$ cat src/rtl/crcd_pkg.sv
package crcd_pkg;
  localparam int CRC_W    = 16;
  localparam int CHAR_MAX = 8;
  localparam int CHAR_MIN = 5;
  localparam int CNT_W    = $clog2(CHAR_MAX + 1);
  localparam int IDX_W    = $clog2(CHAR_MAX);
  localparam int LSEL_W   = 2;

  localparam logic [CRC_W-1:0] POLY_A = 16'h8005;
  localparam logic [CRC_W-1:0] POLY_B = 16'h1021;

  function automatic logic [CRC_W-1:0] poly_of(input logic sel);
    return sel ? POLY_B : POLY_A;
  endfunction

  function automatic logic [CNT_W-1:0] len_of(input logic [LSEL_W-1:0] sel);
    return CNT_W'(CHAR_MIN) + CNT_W'(sel);
  endfunction

  // one serial bit through the division register
  function automatic logic [CRC_W-1:0] crc_step(input logic [CRC_W-1:0] c,
                                                input logic b,
                                                input logic [CRC_W-1:0] poly);
    logic fb;
    fb = c[CRC_W-1] ^ b;
    return {c[CRC_W-2:0], 1'b0} ^ (fb ? poly : '0);
  endfunction

  // a whole character, bit 0 first, only the first len bits
  function automatic logic [CRC_W-1:0] crc_fold(input logic [CRC_W-1:0] c,
                                                input logic [CHAR_MAX-1:0] data,
                                                input logic [CNT_W-1:0] len,
                                                input logic [CRC_W-1:0] poly);
    logic [CRC_W-1:0] r;
    r = c;
    for (int i = 0; i < CHAR_MAX; i++) begin
      if (i < int'(len)) r = crc_step(r, data[i], poly);
    end
    return r;
  endfunction
endpackage

$ cat src/rtl/crcd_assembler.sv
module crcd_assembler
  import crcd_pkg::*;
(
  input  logic                clk,
  input  logic                rst_n,
  input  logic                clr,
  input  logic                in_valid,
  input  logic                in_bit,
  input  logic [CNT_W-1:0]    len,
  output logic                char_done,
  output logic [CHAR_MAX-1:0] char_data,
  output logic [CNT_W-1:0]    char_len
);
  logic [CNT_W-1:0]    cnt_q;
  logic [CHAR_MAX-1:0] shr_q;
  logic [CHAR_MAX-1:0] shr_nxt;
  logic                last_bit;

  always_comb begin
    shr_nxt = shr_q;
    shr_nxt[cnt_q[IDX_W-1:0]] = in_bit;
  end

  assign last_bit  = in_valid && ((cnt_q + CNT_W'(1)) >= len);
  assign char_done = last_bit && !clr;
  assign char_data = shr_nxt;
  assign char_len  = len;

  always_ff @(posedge clk or negedge rst_n) begin
    if (!rst_n) begin
      cnt_q <= '0;
      shr_q <= '0;
    end else if (clr) begin
      cnt_q <= '0;
      shr_q <= '0;
    end else if (in_valid) begin
      if (last_bit) begin
        cnt_q <= '0;
        shr_q <= '0;
      end else begin
        cnt_q <= cnt_q + CNT_W'(1);
        shr_q <= shr_nxt;
      end
    end
  end

  p_cnt_in_range_r3: assert property (@(posedge clk) disable iff (!rst_n)
    cnt_q < CNT_W'(CHAR_MAX));

  p_idle_no_count_r8: assert property (@(posedge clk) disable iff (!rst_n)
    (!in_valid && !clr) |=> $stable(cnt_q));

  p_clear_restarts_r9: assert property (@(posedge clk) disable iff (!rst_n)
    clr |=> (cnt_q == '0));
endmodule

$ cat src/rtl/crcd_hold.sv
module crcd_hold
  import crcd_pkg::*;
(
  input  logic                clk,
  input  logic                rst_n,
  input  logic                clr,
  input  logic                char_done,
  input  logic [CHAR_MAX-1:0] char_data,
  input  logic [CNT_W-1:0]    char_len,
  input  logic                skip,
  output logic                hold_valid,
  output logic [CHAR_MAX-1:0] held_data,
  output logic [CNT_W-1:0]    held_len,
  output logic                fold_en
);
  logic hold_q;
  logic drop_q;
  logic excluded;

  assign excluded   = drop_q || skip;
  assign fold_en    = char_done && hold_q && !excluded;
  assign hold_valid = hold_q;

  always_ff @(posedge clk or negedge rst_n) begin
    if (!rst_n) begin
      hold_q    <= 1'b0;
      drop_q    <= 1'b0;
      held_data <= '0;
      held_len  <= '0;
    end else if (clr) begin
      hold_q <= 1'b0;
      drop_q <= 1'b0;
    end else if (char_done) begin
      hold_q    <= 1'b1;
      drop_q    <= 1'b0;
      held_data <= char_data;
      held_len  <= char_len;
    end else if (skip && hold_q) begin
      drop_q <= 1'b1;
    end
  end

  p_hold_set_r3: assert property (@(posedge clk) disable iff (!rst_n)
    (char_done && !clr) |=> hold_q);

  p_clear_empties_r2: assert property (@(posedge clk) disable iff (!rst_n)
    clr |=> !hold_q);

  p_drop_sticks_r6: assert property (@(posedge clk) disable iff (!rst_n)
    (hold_q && skip && !clr && !char_done) |=> drop_q);
endmodule

$ cat src/rtl/crcd_accum.sv
module crcd_accum
  import crcd_pkg::*;
(
  input  logic                clk,
  input  logic                rst_n,
  input  logic                clr,
  input  logic                preset_ones,
  input  logic                poly_sel,
  input  logic                fold_en,
  input  logic [CHAR_MAX-1:0] data,
  input  logic [CNT_W-1:0]    len,
  output logic [CRC_W-1:0]    crc
);
  logic [CRC_W-1:0] crc_q;
  logic [CRC_W-1:0] folded;

  assign folded = crc_fold(crc_q, data, len, poly_of(poly_sel));
  assign crc    = crc_q;

  always_ff @(posedge clk or negedge rst_n) begin
    if (!rst_n)       crc_q <= '0;
    else if (clr)     crc_q <= preset_ones ? '1 : '0;
    else if (fold_en) crc_q <= folded;
  end

  p_clear_loads_r2: assert property (@(posedge clk) disable iff (!rst_n)
    clr |=> (crc_q == ($past(preset_ones) ? {CRC_W{1'b1}} : {CRC_W{1'b0}})));

  p_steady_without_fold_r4: assert property (@(posedge clk) disable iff (!rst_n)
    (!clr && !fold_en) |=> $stable(crc_q));
endmodule

$ cat src/rtl/crc_delay_unit.sv
module crc_delay_unit
  import crcd_pkg::*;
(
  input  logic              clk,
  input  logic              rst_n,
  input  logic              clear,
  input  logic              preset_ones,
  input  logic              poly_sel,
  input  logic [LSEL_W-1:0] len_sel,
  input  logic              in_valid,
  input  logic              in_bit,
  input  logic              skip_held,
  output logic [CRC_W-1:0]  crc_out,
  output logic              zero_ok,
  output logic              hold_valid
);
  logic                char_done;
  logic [CHAR_MAX-1:0] char_data;
  logic [CNT_W-1:0]    char_len;
  logic [CHAR_MAX-1:0] held_data;
  logic [CNT_W-1:0]    held_len;
  logic                fold_en;

  crcd_assembler u_asm (
    .clk       (clk),
    .rst_n     (rst_n),
    .clr       (clear),
    .in_valid  (in_valid),
    .in_bit    (in_bit),
    .len       (len_of(len_sel)),
    .char_done (char_done),
    .char_data (char_data),
    .char_len  (char_len)
  );

  crcd_hold u_hold (
    .clk        (clk),
    .rst_n      (rst_n),
    .clr        (clear),
    .char_done  (char_done),
    .char_data  (char_data),
    .char_len   (char_len),
    .skip       (skip_held),
    .hold_valid (hold_valid),
    .held_data  (held_data),
    .held_len   (held_len),
    .fold_en    (fold_en)
  );

  crcd_accum u_acc (
    .clk         (clk),
    .rst_n       (rst_n),
    .clr         (clear),
    .preset_ones (preset_ones),
    .poly_sel    (poly_sel),
    .fold_en     (fold_en),
    .data        (held_data),
    .len         (held_len),
    .crc         (crc_out)
  );

  assign zero_ok = (crc_out == '0);

  p_idle_keeps_r8: assert property (@(posedge clk) disable iff (!rst_n)
    (!clear && !in_valid) |=> ($stable(crc_out) && $stable(hold_valid)));

  p_skip_excludes_r6: assert property (@(posedge clk) disable iff (!rst_n)
    (hold_valid && skip_held && !clear) |=> $stable(crc_out));

  p_first_char_no_fold_r4: assert property (@(posedge clk) disable iff (!rst_n)
    (!hold_valid && !clear) |=> $stable(crc_out));
endmodule

$ cat config.mk
export PLATFORM = sky130hd
export DESIGN_NAME = crc_delay_unit
export DESIGN_NICKNAME = d
export VERILOG_FILES = /design/src/rtl/crcd_pkg.sv /design/src/rtl/crcd_assembler.sv /design/src/rtl/crcd_hold.sv /design/src/rtl/crcd_accum.sv /design/src/rtl/crc_delay_unit.sv
export SDC_FILE = /design/constraint.sdc
export NUM_CORES = 1
export LEC_CHECK = 0
export BUFFER_PORTS_ARGS = -buffer_cell sky130_fd_sc_hd__buf_2
export CAP_MARGIN = 20
export CORE_AREA = 5 5 115 161
export DETAILED_ROUTE_END_ITERATION = 16
export DIE_AREA = 0 0 120 166
export SYNTH_ARGS = -nofsm -noshare
export SYNTH_HDL_FRONTEND = slang
export SYNTH_SLANG_ARGS = --single-unit
$ cat constraint.sdc
create_clock -name clk -period 10.96 [get_ports clk]
set_clock_uncertainty 0.2 [all_clocks]
set_input_delay 1.096 -clock clk [delete_from_list [all_inputs] [get_ports clk]]
set_output_delay 1.096 -clock clk [all_outputs]
set_load 0.05 [all_outputs]
-- Word level (Yosys, flattened, before mapping)
Cells that the tools add are included.
- shift operators: 0
- reduce and logical (&&, ||, !) cells: 15
- $lt $le $gt $ge: 11
- divide/modulo/power cells: 0
- add/subtract/negate cells: 2
- bitwise gates (word level): 17
- mux-type cells: 34
- multiply operators: 0
- eq/ne operators: 0
- operators with widths (kind ; count):
    two-way mux 16 bit ; 20
    XOR 16 bit ; 8
    two-way mux 8 bit ; 3
    zero test 16 bit ; 1
    < comparator 3 x 4 -> 1 bit, first input constant ; 4
    two-way mux 4 bit ; 3
    bitwise mux 8 bit ; 1
    < comparator 1 x 4 -> 1 bit, first input constant ; 2
    < comparator 2 x 4 -> 1 bit, first input constant ; 2
    XOR 1 bit ; 8
    logical AND 1 bit ; 6
    two-way mux 1 bit ; 6
    nonzero test 2 bit ; 3
    adder 3 x 2 -> 4 bit, first input constant ; 1
    adder 4 x 1 -> 4 bit, second input constant ; 1
    >= comparator 4 bit ; 1
    < comparator 3 x 4 -> 1 bit, second input constant ; 1
    demux 1 bit (select 3 bit) ; 1
    >= comparator 3 x 1 -> 1 bit, second input constant ; 1
    nonzero test 3 bit ; 1
    zero test 1 bit ; 2
    AND reduction 2 bit ; 1
    logical OR 1 bit ; 1
    NOT 1 bit ; 1
- output and inout port bits: 18
- bits in read-only memories: 0
- RAM bits: 0
- register bits: 42
- word-level logic and storage cells: 86
- memories: 0
- input port bits: 10
- latch bits: 0

-- Logic depth before layout (Yosys ltp)
Gate-level depths: netlist of the first run.
- depth in word-level cells: 34
- mapped depth: 17
- depth with buffers taken out: 14

-- Hierarchy
A second synthesis of the first run with hierarchy kept.
- cell total of the unflattened synthesis: 665
- area, all modules: 5159.9 µm²
- by module, submodules not included (module ; sequential area each (µm²) ; instances ; cells an instance ; area an instance (µm²)):
    crcd_accum ; 400.4 ; 1 ; 533 ; 3647.2
    crcd_assembler ; 300.3 ; 1 ; 91 ; 874.6
    crcd_hold ; 350.3 ; 1 ; 33 ; 584.3
    crc_delay_unit ; 0.0 ; 1 ; 8 ; 53.8

-- Least setup slack after synthesis of the first run
OpenSTA, ideal clock, no wires.
- kind: in2reg
- from: input port poly_sel
- to: register u_acc.crc_q[15] (netlist: u_acc.crc[15])
- data arrival time: 4.965 ns
- data required time: 10.621 ns
- slack: 5.657 ns
- cell stages on the path: 15
- path buffers: 1
- path through: buf_2 or3b_2 a21o_1 and4_1 nor3_4 mux2i_1 nor3_4 mux2i_1 mux2_4 nor3_2 nor3_2 o21ai_0 a311o_2 o221ai_1 or4_1
- longest elaborated chain between the ends: 34
- RTL lines (item ; line ; RTL):
    start, declared ; crc_delay_unit.sv:8 ; input logic poly_sel,
    two-way mux 16 bit (*) ; crcd_pkg.sv:13 ; return sel ? POLY_B : POLY_A;
    two-way mux 16 bit ; crcd_pkg.sv:26 ; return {c[CRC_W-2:0], 1'b0} ^ (fb ? poly : '0);
    XOR 16 bit ; crcd_pkg.sv:26 ;
    two-way mux 16 bit ; crcd_pkg.sv:37 ; if (i < int'(len)) r = crc_step(r, data[i], poly);
    XOR 1 bit ; crcd_pkg.sv:25 ; fb = c[CRC_W-1] ^ b;
    two-way mux 16 bit ; crcd_pkg.sv:26 ;
    XOR 16 bit ; crcd_pkg.sv:26 ;
    two-way mux 16 bit ; crcd_pkg.sv:37 ;
    [... 18 more ...] ; -- ;
    XOR 16 bit ; crcd_pkg.sv:26 ;
    two-way mux 16 bit ; crcd_pkg.sv:37 ;
    XOR 1 bit ; crcd_pkg.sv:25 ;
    two-way mux 16 bit ; crcd_pkg.sv:26 ;
    XOR 16 bit ; crcd_pkg.sv:26 ;
    two-way mux 16 bit (*) ; crcd_pkg.sv:37 ;
    two-way mux 16 bit (*) ; crcd_accum.sv:23 ; else if (fold_en) crc_q <= folded;
    two-way mux 16 bit (*) ; crcd_accum.sv:22 ; else if (clr) crc_q <= preset_ones ? '1 : '0;
    end signal, assigned ; crcd_accum.sv:22 ;
    end signal, assigned ; crcd_accum.sv:23 ;
    end, declared ; crcd_accum.sv:14 ; logic [CRC_W-1:0] crc_q;
Every way passes the cells marked *; elsewhere a longest branch is shown, timed or not. The select of a mux whose other input is x is not followed.
A chain may end at the register's enable or synchronous reset.

-- Worst setup path in the final report of the first run
Ends and elaborated chain as after synthesis.

==> results of run 1 <==
[cell type report]
type | count | area share (%)
Clock buffer | 5 | 2.38
Timing Repair Buffer | 33 | 3.42
Inverter | 13 | 0.927
Clock inverter | 3 | 0.760
Multi-Input combinational cell | 573 | 67.7
Sequential cell | 42 | 20.0
Tap cell | 206 | 4.90
[per-stage QoR]
step	utilization, %	area, um^2	hold WS [ns]	std cells
global placement	29.9	5100	0.262	867
global route	30.9	5270	0.303	875
floorplan	-	4960	0.249	681
CTS	30.9	5270	0.283	875
detailed placement	29.9	5100	0.270	867
finish	30.9	5270	0.282	875
[critical path: stages]
cell      delay [ns]
buf_2           0.35
or3b_2          0.56
a21o_1          0.21
and4_1          0.25
nor3_4          0.32
mux2i_1         0.22
nor3_4          0.32
mux2i_1         0.48
mux2_4          0.36
nor3_2          0.40
nor3_2          0.12
o21ai_0         0.21
a311o_2         0.19
o221ai_1        0.09
or4_1           0.52
[flip-flops by register name, indices dropped and copies added (netlist names)]
signal             count
u_acc.crc             16
u_asm.shr_q            8
u_hold.held_data       8
u_asm.cnt_q            4
u_hold.held_len        4
u_hold.drop_q          1
u_hold.hold_valid      1
[cells in the final DEF (no fill, tap or decap), types with 6 or more instances in the layout]
| cell | instances |
|---|---|
| a211oi_1 | 17 |
| a21oi_1 | 59 |
| buf_2 | 27 |
| buf_4 | 6 |
| dfrtp_1 | 42 |
| ha_1 | 6 |
| inv_1 | 12 |
| mux2_2 | 6 |
| mux2i_1 | 27 |
| nand2_1 | 84 |
| nand3_1 | 18 |
| nor2_1 | 76 |
| nor3_1 | 16 |
| nor4_1 | 9 |
| o211ai_1 | 18 |
| o21a_1 | 6 |
| o21ai_0 | 69 |
| xnor2_1 | 27 |
| xor2_1 | 13 |
[path summary, 6_finish.rpt]
check | start | end | slack, ns | cells past startpoint
setup reg to reg | u_hold.held_len[2] | u_acc.crc[15] | 5.67 | 14
max in group asynchronous | rst_n | u_acc.crc[0] | 9.19 | 1
min in group asynchronous | rst_n | u_asm.cnt_q[2] | 0.77 | 1
setup / recovery | poly_sel | u_acc.crc[15] | 5.21 | 15
hold reg to reg | u_asm.shr_q[0] | u_asm.shr_q[0] | 0.28 | 2
hold / removal | u_asm.shr_q[0] | u_asm.shr_q[0] | 0.28 | 2
[logic make-up (layout without fill, tap and decap cells)]
family / count (synthesis) / count (layout) / share of synthesized area [%]
AO/OA/AOI/OAI: 223 / 223 / 28.3
multiplexers: 34 / 34 / 7.12
buffers and inverters: 66 / 54 / 7.07
adder cells (fa/ha/maj): 6 / 6 / 1.51
XOR/XNOR: 42 / 42 / 7.97
AND/OR/NAND/NOR: 268 / 268 / 26.8
flip-flops: 42 / 42 / 21.2
[per-layer routing]
layer / vias up / wire, um
met5: - / 0
met4: 0 / 852
met3: 51 / 923
met2: 206 / 7900
met1: 2492 / 7070
li1: 2458 / -
==> results.md, run 1 <==
* Status: finished clean
* Share of the yosys chip area belonging to registers at 21.2%
* Placer congestion estimate at 0.907
* Global route overflow at 0
* Initial antenna violation count at 0
* Portion of synthesized cell area occupied by the leading cell type at 21.2%
* Most common cell in the netlist: nand2_1
* Synthesized cell area at 4960 um^2
* Average via count per standard cell at 5.95
* Async set-or-reset flop fraction in the synthesized netlist at 100%
* Data required time at the worst endpoint at 10.92 ns
* Number of design-rule violations left by the first detailed-router iteration at 478
* Met3 Use GR at 2.01%
* Worst slew margin relative to its limit at 35.3%
* Detailed Route WL at 16.7 mm
* Maximum number of pins on one net before global-route repair at 47
* TritonCTS clock tree: built
* GRT met2 Usage at 27.0%
* Ranking of synthesized cells by area: dfrtp_1, o21ai_0, nand2_1
* Post-CTS Setup Repair Bufs at 0
* CP Class: in2reg
* Count of flip-flops with a built-in enable after synthesis at 0
* TNS Setup at 0 ns
* Max cap viols at 0
* CTS H-Tree Depth at 2
* Post-synthesis cell type with the largest combined area: dfrtp_1
* Y dimension of the die at 166 um
* Final critical-path setup slack at 5.21 ns
* Ranking of synthesized cells by instance count: nand2_1, nor2_1, o21ai_0
* Number of detailed-route iterations in the first pass at 5
* Number of placement rows at 57
* Number of warnings reported in the yosys synthesis log at 0
* Layer with the highest usage: met2
* I/O pin total at 28
* Final ANT Viol Nets at 0
* Number of distinct library cell variants in the gate-level netlist after synthesis at 79
* Insertion delay of the later-clocked pin in the worst-skew pair at 0.29 ns
* Starting density of the core at 29.1%
* Fill cell total of the finished layout at 1829
* Worst Hold Class: reg2reg
* Final Cycle Share at 52.5%
* Category of the worst setup path launch point: input pin
* Data arrival, critical path at 5.71 ns
* Synthesized flop and latch total at 42
* FF+latch area at 1050 um^2
* Residual DRC at 0
* Clock transition at the registers of the reported paths at 0.06 ns
* Maximum clock path buffer count at 2
* Horizontal die dimension at 120 um
* Combined area of the multi-input logic cells at 3560 um^2
* Relative area change from synthesis to final layout at 6.18%
* Detail-routed net length per standard cell at 19.1 um
* Largest driver fanout on the critical path at 46
* Synthesized instance count at 681
* Worst Setup End Kind: register
* Net count, final at 684
* Die ar. at 19900 um^2
* Met1 track demand over resource in global routing at 21.0%
* First-pass GRT wire length at 26.6 mm
* Clock buffer count from CTS at 5
* Least-Margin Pin Slew at 0.971 ns
* Synthesized Nets at 697
* Detailed Place HPWL at 12.3 mm
* Average footprint of a synthesized cell at 7.28 um^2
* Number of gates given a new drive strength after cts at 0
* Final count of hold timing violations at 0
* All-layer global routing usage at 16.4%
* Unrepaired setup endpoints after global routing: no
* Final-report max-slew violation count at 0
* Final-report setup violation count at 0
* Crit path time final at 5.75 ns
* Via count at 5207
* Pre-CTS setup slack at 4.98 ns
* Diode insertion count for antenna repair at 0
* Max Freq at 174 MHz
* TritonCTS sink count at 42
* Share of final-layout standard cells stronger than drive strength 1 at 11.4%
* Clock root buffer: clkbuf_16
* Count of port buffers added during placement at 27
* Cts-stage hold buffer count at 0
* Post-synth top flop: dfrtp_1
* Number of global-route vias before repair at 4806
* Core area at 17000 um^2
Power of run 1 is not shown: default switching activity piles up to over one toggle a cycle in this logic, so the estimate is an artifact.
==> inputs of run 2 (changes only) <==
==> constraint.sdc (replaced) <==
create_clock -name clk -period 4.7 [get_ports clk]
set_clock_uncertainty 0.2 [all_clocks]
set_input_delay 0.47 -clock clk [delete_from_list [all_inputs] [get_ports clk]]
set_output_delay 0.47 -clock clk [all_outputs]
set_load 0.05 [all_outputs]
==> run 2 against run 1 <==
Wire length grew 6.9%. Count of clock-buffer cells in the layout unchanged. Non-clock buffer count rose by 54. Sequential cell count did not move. Critical endpoint unchanged. Register-to-register slack got worse by 5.5 ns. Critical path type is now reg2reg. Sequential share of layout area fell by 1.8 points. Critical path depth unchanged. Cell count increased by 6.2%. Core utilization up 3.1 points. Final area rose by 10%.
==> results.md, run 2 (synthesized netlist as in run 1, its figures left out) <==
* Final count of hold timing violations at 0 (unchanged)
* Data required time at the worst endpoint at 4.66 ns (-6.26 ns)
* Number of global-route vias before repair at 5023 (+4.5%)
* Core area at 17000 um^2 (unchanged)
* Die ar. at 19900 um^2 (unchanged)
* Relative area change from synthesis to final layout at 16.9%
* Clock transition at the registers of the reported paths at 0.07 ns (about the same)
* Max Freq at 219 MHz
* Count of non-filler cells in the finished layout at 929 (+6.2%)
* Final critical-path setup slack at 0.131 ns (-5.08 ns)
* Data arrival, critical path at 4.53 ns (-1.18 ns)
* Y dimension of the die at 166 um (unchanged)
* Placer congestion estimate at 0.952 (+5.0%)
* Maximum number of pins on one net before global-route repair at 43 (-8.5%)
* Global route overflow at 0 (unchanged)
* Status: finished clean
* Diode insertion count for antenna repair at 0 (unchanged)
* First-pass GRT wire length at 28.0 mm (+5.2%)
* Worst slew margin relative to its limit at 46.5% (+11 points)
* Final-report setup violation count at 0 (unchanged)
* Count of port buffers added during placement at 27 (unchanged)
* Largest driver fanout on the critical path at 3 (-93%)
* CP Class: reg2reg
* Detailed Place HPWL at 13.4 mm (+9.3%)
* Final ANT Viol Nets at 0 (unchanged)
* Max cap viols at 0 (unchanged)
* Max reg flops at 16 (unchanged)
* Share of final-layout standard cells stronger than drive strength 1 at 20.6% (+9.2 points)
* Horizontal die dimension at 120 um (unchanged)
* TritonCTS clock tree: built
* Clock buffer count from CTS at 5 (unchanged)
* Final Cycle Share at 97.2%
* Residual DRC at 0 (unchanged)
* Via count at 5471 (+5.1%)
* Starting density of the core at 29.1% (unchanged)
* Number of design-rule violations left by the first detailed-router iteration at 484 (+1.3%)
* Net count, final at 738 (+7.9%)
* Least-Margin Pin Slew at 0.800 ns (-0.171 ns)
* Worst Setup End Kind: register
* Pre-CTS setup slack at -0.0101 ns (-4.99 ns)
* Average via count per standard cell at 5.89 (-1.0%)
* Number of placed cells counting well taps at 916 (+5.7%)
* Category of the worst setup path launch point: register
* Detailed Route WL at 17.9 mm (+6.9%)
* Detail-routed net length per standard cell at 19.3 um (+0.72%)
* Commonest non-fill, non-tap cell in the layout: nand2_1
* Crit path time final at 4.57 ns
* Insertion delay of the later-clocked pin in the worst-skew pair at 0.30 ns (about the same)
* Final-report max-slew violation count at 0 (unchanged)
* Maximum clock path buffer count at 2 (unchanged)
* R2r setup slk at 0.13 ns (-5.54 ns)
* Clock root buffer: clkbuf_16
* Number of placement rows at 57 (unchanged)
* CTS H-Tree Depth at 2 (unchanged)
* Commonest cells after routing, fill and taps aside: nand2_1, nor2_1, o21ai_0
* I/O pin total at 28 (unchanged)
* Number of detailed-route iterations in the first pass at 5 (unchanged)
* TritonCTS sink count at 42 (unchanged)
* Initial antenna violation count at 1 (+1)
* Worst Hold Class: in2reg
* All-layer global routing usage at 17.5% (+1.1 points)
==> run 2: cell types whose count changed in the layout (fill, tap and decap cells not counted), sizes merged <==
cell         delta
clkinv          -2
clkinvlp        +2
inv             +1
bufinv          -1
dlygate4sd3     +1
buf            +53
==> run 2: critical path, cell delays in order (launching register included) <==
cell and delay (ns):
dfrtp_1 0.38, or4_4 0.53, a211o_1 0.36, and3b_4 0.23
nor3_4 0.19, buf_4 0.16, mux2_4 0.32, a211oi_2 0.22
mux2i_2 0.12, mux2_4 0.33, or3_4 0.39, a21oi_2 0.19
nor3_1 0.08, o211ai_1 0.18, nor4_1 0.06, or4_1 0.49
==> run 2: final cells by class <==
type,count,area (um^2)
inverter,13,48.8
fill,1785,11200
clock buffer,5,125
timing repair buffer,87,608
sequential,42,1050
multi-input combinational,573,3680
tap,206,258
clock inverter,3,23.8
==> run 2: metal layers <==
layer | vias up | track usage, % | wire length (um) | part of all wire (%)
met4 | 2 | 8.42 | 791 | 4.4
met2 | 254 | 30.1 | 8860 | 49
met1 | 2589 | 21.4 | 7080 | 40
met5 | - | 0 | 12 | 0.067
met3 | 58 | 2.04 | 1160 | 6.5
li1 | 2568 | - | - | -
==> run 2: timing repair <==
item	in CTS	in global routing
endpoints found under the hold margin	0	3
setup endpoints to repair	0	7
gates resized for setup	0	31
hold buffers	0	1
setup buffers	0	3
==> run 2: final timing paths <==
check	start	endpoint	cells after the start
max in group asynchronous	rst_n	u_acc.crc[15]	3
min in group asynchronous	rst_n	u_asm.cnt_q[3]	2
setup reg to reg	u_hold.held_len[2]	u_acc.crc[15]	15
hold / removal	len_sel[0]	u_hold.held_len[0]	2
hold reg to reg	u_asm.shr_q[4]	u_asm.shr_q[4]	2
setup / recovery	u_hold.held_len[2]	u_acc.crc[15]	15
==> run 2: metrics by stage <==
stage / area (um^2) / setup TNS (ns) / util [%] / hold slack, ns
final: 5800 / 0 / 34.0 / 0.228
after global routing: 5800 / -0.0216 / 34.0 / 0.271
after CTS: 5620 / 0 / 33.0 / 0.171
after detailed placement: 5470 / -0.0101 / 32.1 / 0.272
after global placement: 5470 / 0 / 32.1 / 0.263
after floorplan: 4960 / 0 / - / -0.0256
Power of run 2 is left out for the same reason.
==> inputs of run 3 (changes only) <==
--- a/config.mk
+++ b/config.mk
@@ -7,9 +7,10 @@
 export LEC_CHECK = 0
 export BUFFER_PORTS_ARGS = -buffer_cell sky130_fd_sc_hd__buf_2
 export CAP_MARGIN = 20
-export CORE_AREA = 5 5 115 161
+export CORE_AREA = 5 5 135 137
 export DETAILED_ROUTE_END_ITERATION = 16
-export DIE_AREA = 0 0 120 166
+export DIE_AREA = 0 0 140 142
+export PLACE_DENSITY = 0.56
 export SYNTH_ARGS = -nofsm -noshare
 export SYNTH_HDL_FRONTEND = slang
 export SYNTH_SLANG_ARGS = --single-unit
==> run 3 against run 2 <==
Worst hold slack worse by 0.079 ns. Worst setup slack got worse by 0.11 ns. Critical path depth stayed put. First-iteration DRC count grew 7.0%. Cell count is 1.1% higher.
==> results.md, run 3 (synthesized netlist as in run 1, its figures left out) <==
* Status: finished clean
* Detailed Place HPWL at 12.9 mm (-3.9%)
* Placer congestion estimate at 0.942 (-1.0%)
* Least-Margin Pin Slew at 0.982 ns (+0.182 ns)
* Data required time at the worst endpoint at 4.66 ns (about the same)
* Final ANT Viol Nets at 0 (unchanged)
* TNS Setup at 0 ns (unchanged)
* Reg-to-reg critical path startpoint: u_hold.held_len[2]
* Via count at 5352 (-2.2%)
* Maximum clock path buffer count at 2 (unchanged)
* Diode insertion count for antenna repair at 0 (unchanged)
* Worst Hold Class: in2async
* Final Cycle Share at 99.5% (+2.3 points)
* End of the worst register-to-register path: u_acc.crc[15]
* R2r setup slk at 0.02 ns (-0.11 ns)
* Starting density of the core at 29.3% (+0.19 points)
* All-layer global routing usage at 17.1% (-0.39 points)
* Core area at 16900 um^2 (-0.64%)
* Y dimension of the die at 142 um (-14%)
* Category of the worst setup path launch point: register
* Share of final-layout standard cells stronger than drive strength 1 at 19.0% (-1.6 points)
* Commonest non-fill, non-tap cell in the layout: nand2_1
* TritonCTS clock tree: built
* Clock buffer count from CTS at 5 (unchanged)
* Final-report max-slew violation count at 0 (unchanged)
* Number of detailed-route iterations in the first pass at 5 (unchanged)
* Max Freq at 214 MHz (-2.3%)
* Unrepaired setup endpoints after global routing: yes
* Number of design-rule violations left by the first detailed-router iteration at 518 (+7.0%)
* Max cap viols at 0 (unchanged)
* TritonCTS sink count at 42 (unchanged)
* Commonest cells after routing, fill and taps aside: nand2_1, nor2_1, o21ai_0
* Final count of hold timing violations at 0 (unchanged)
* Number of placement rows at 48 (-16%)
* FF+latch area at 1050 um^2 (unchanged)
* Crit path time final at 4.68 ns (+0.110 ns)
* Worst Setup End Kind: register
* Net count, final at 729 (-1.2%)
* Final-report setup violation count at 0 (unchanged)
* Insertion delay of the later-clocked pin in the worst-skew pair at 0.29 ns (about the same)
* Detail-routed net length per standard cell at 18.9 um (-2.2%)
* Final critical-path setup slack at 0.0216 ns (-0.110 ns)
* I/O pin total at 28 (unchanged)
* CP Class: reg2reg
* Count of port buffers added during placement at 27 (unchanged)
* Maximum number of pins on one net before global-route repair at 43 (unchanged)
* Fill cell total of the finished layout at 1814 (+1.6%)
* Max reg flops at 16 (unchanged)
* Clock transition at the registers of the reported paths at 0.06 ns (about the same)
* CTS H-Tree Depth at 2 (unchanged)
* Die ar. at 19900 um^2 (-0.20%)
* Combined area of the multi-input logic cells at 3670 um^2 (-0.44%)
* Detailed Route WL at 17.7 mm (-1.1%)
* Number of cells on the worst reg-to-reg path at 15 (unchanged)
* First-pass GRT wire length at 27.8 mm (-0.86%)
* Largest driver fanout on the critical path at 4 (+1)
* Initial antenna violation count at 0 (-1)
* Pre-CTS setup slack at -0.00969 ns (+0.000433 ns)
* Relative area change from synthesis to final layout at 15.2%
* Horizontal die dimension at 140 um (+17%)
* Average via count per standard cell at 5.70 (-3.2%)
* Worst slew margin relative to its limit at 34.6% (-12 points)
* Residual DRC at 0 (unchanged)
* Clock root buffer: clkbuf_16
* Number of global-route vias before repair at 4878 (-2.9%)
* Global route overflow at 0 (unchanged)
* Data arrival, critical path at 4.64 ns (+0.11 ns)
run 3: routing by layer:
layer	up-vias	GRT usage, %	wire length [um]
met2	239	25.4	7590
li1	2549	-	-
met3	36	2.65	1310
met5	-	0	0
met1	2528	25.4	8300
met4	0	5.25	513
run 3: worst max-delay path, cell delays in order, from the launching register on:
cell,delay (ns)
dfrtp_1,0.38
or4_4,0.57
a211o_1,0.37
and3b_4,0.22
nor3_4,0.18
buf_6,0.16
mux2i_4,0.09
nor3_4,0.24
mux2i_2,0.33
mux2_4,0.35
or3_4,0.40
nand3_1,0.10
o41ai_1,0.08
a31oi_1,0.22
o221ai_1,0.14
or4_1,0.51
run 3: layout make-up:
type,count,share of cell area [%]
inverter,13,0.854
multi-input combinational,573,64.2
sequential,42,18.4
clock inverter,2,0.175
tap,225,4.93
timing repair buffer,78,9.20
clock buffer,6,2.26
run 3: per-stage QoR:
| stage | cell area [um^2] | util, % | std cells | hold slack, ns |
|---|---|---|---|---|
| after floorplan | 4960 | - | 681 | -0.0256 |
| after global placement | 5430 | 32.0 | 926 | 0.265 |
| after detailed placement | 5430 | 32.0 | 926 | 0.271 |
| after CTS | 5560 | 32.9 | 934 | 0.180 |
| after global routing | 5710 | 33.7 | 939 | 0.227 |
| final | 5710 | 33.7 | 939 | 0.149 |
run 3: how the worst max path moves through the flow:
stage                       start            end  slack (ns)  cells after the start
6_report       u_hold.held_len[2]  u_acc.crc[15]        0.02                     15
5_1_grt        u_hold.held_len[2]  u_acc.crc[15]        -0.1                     16
4_1_cts        u_hold.held_len[2]  u_acc.crc[15]       0.004                     14
3_5_place_dp             poly_sel  u_acc.crc[15]       -0.01                     15
3_3_place_gp             poly_sel  u_acc.crc[15]        0.02                     15
2_1_floorplan       u_acc.crc[14]  u_acc.crc[15]       0.005                     14
run 3: what timing repair did:
item / CTS / global route
resized for setup: 0 / 27
endpoints found under the setup margin: 0 / 10
setup buffers: 0 / 5
hold buffers: 0 / 0
Power of run 3 is left out for the same reason.
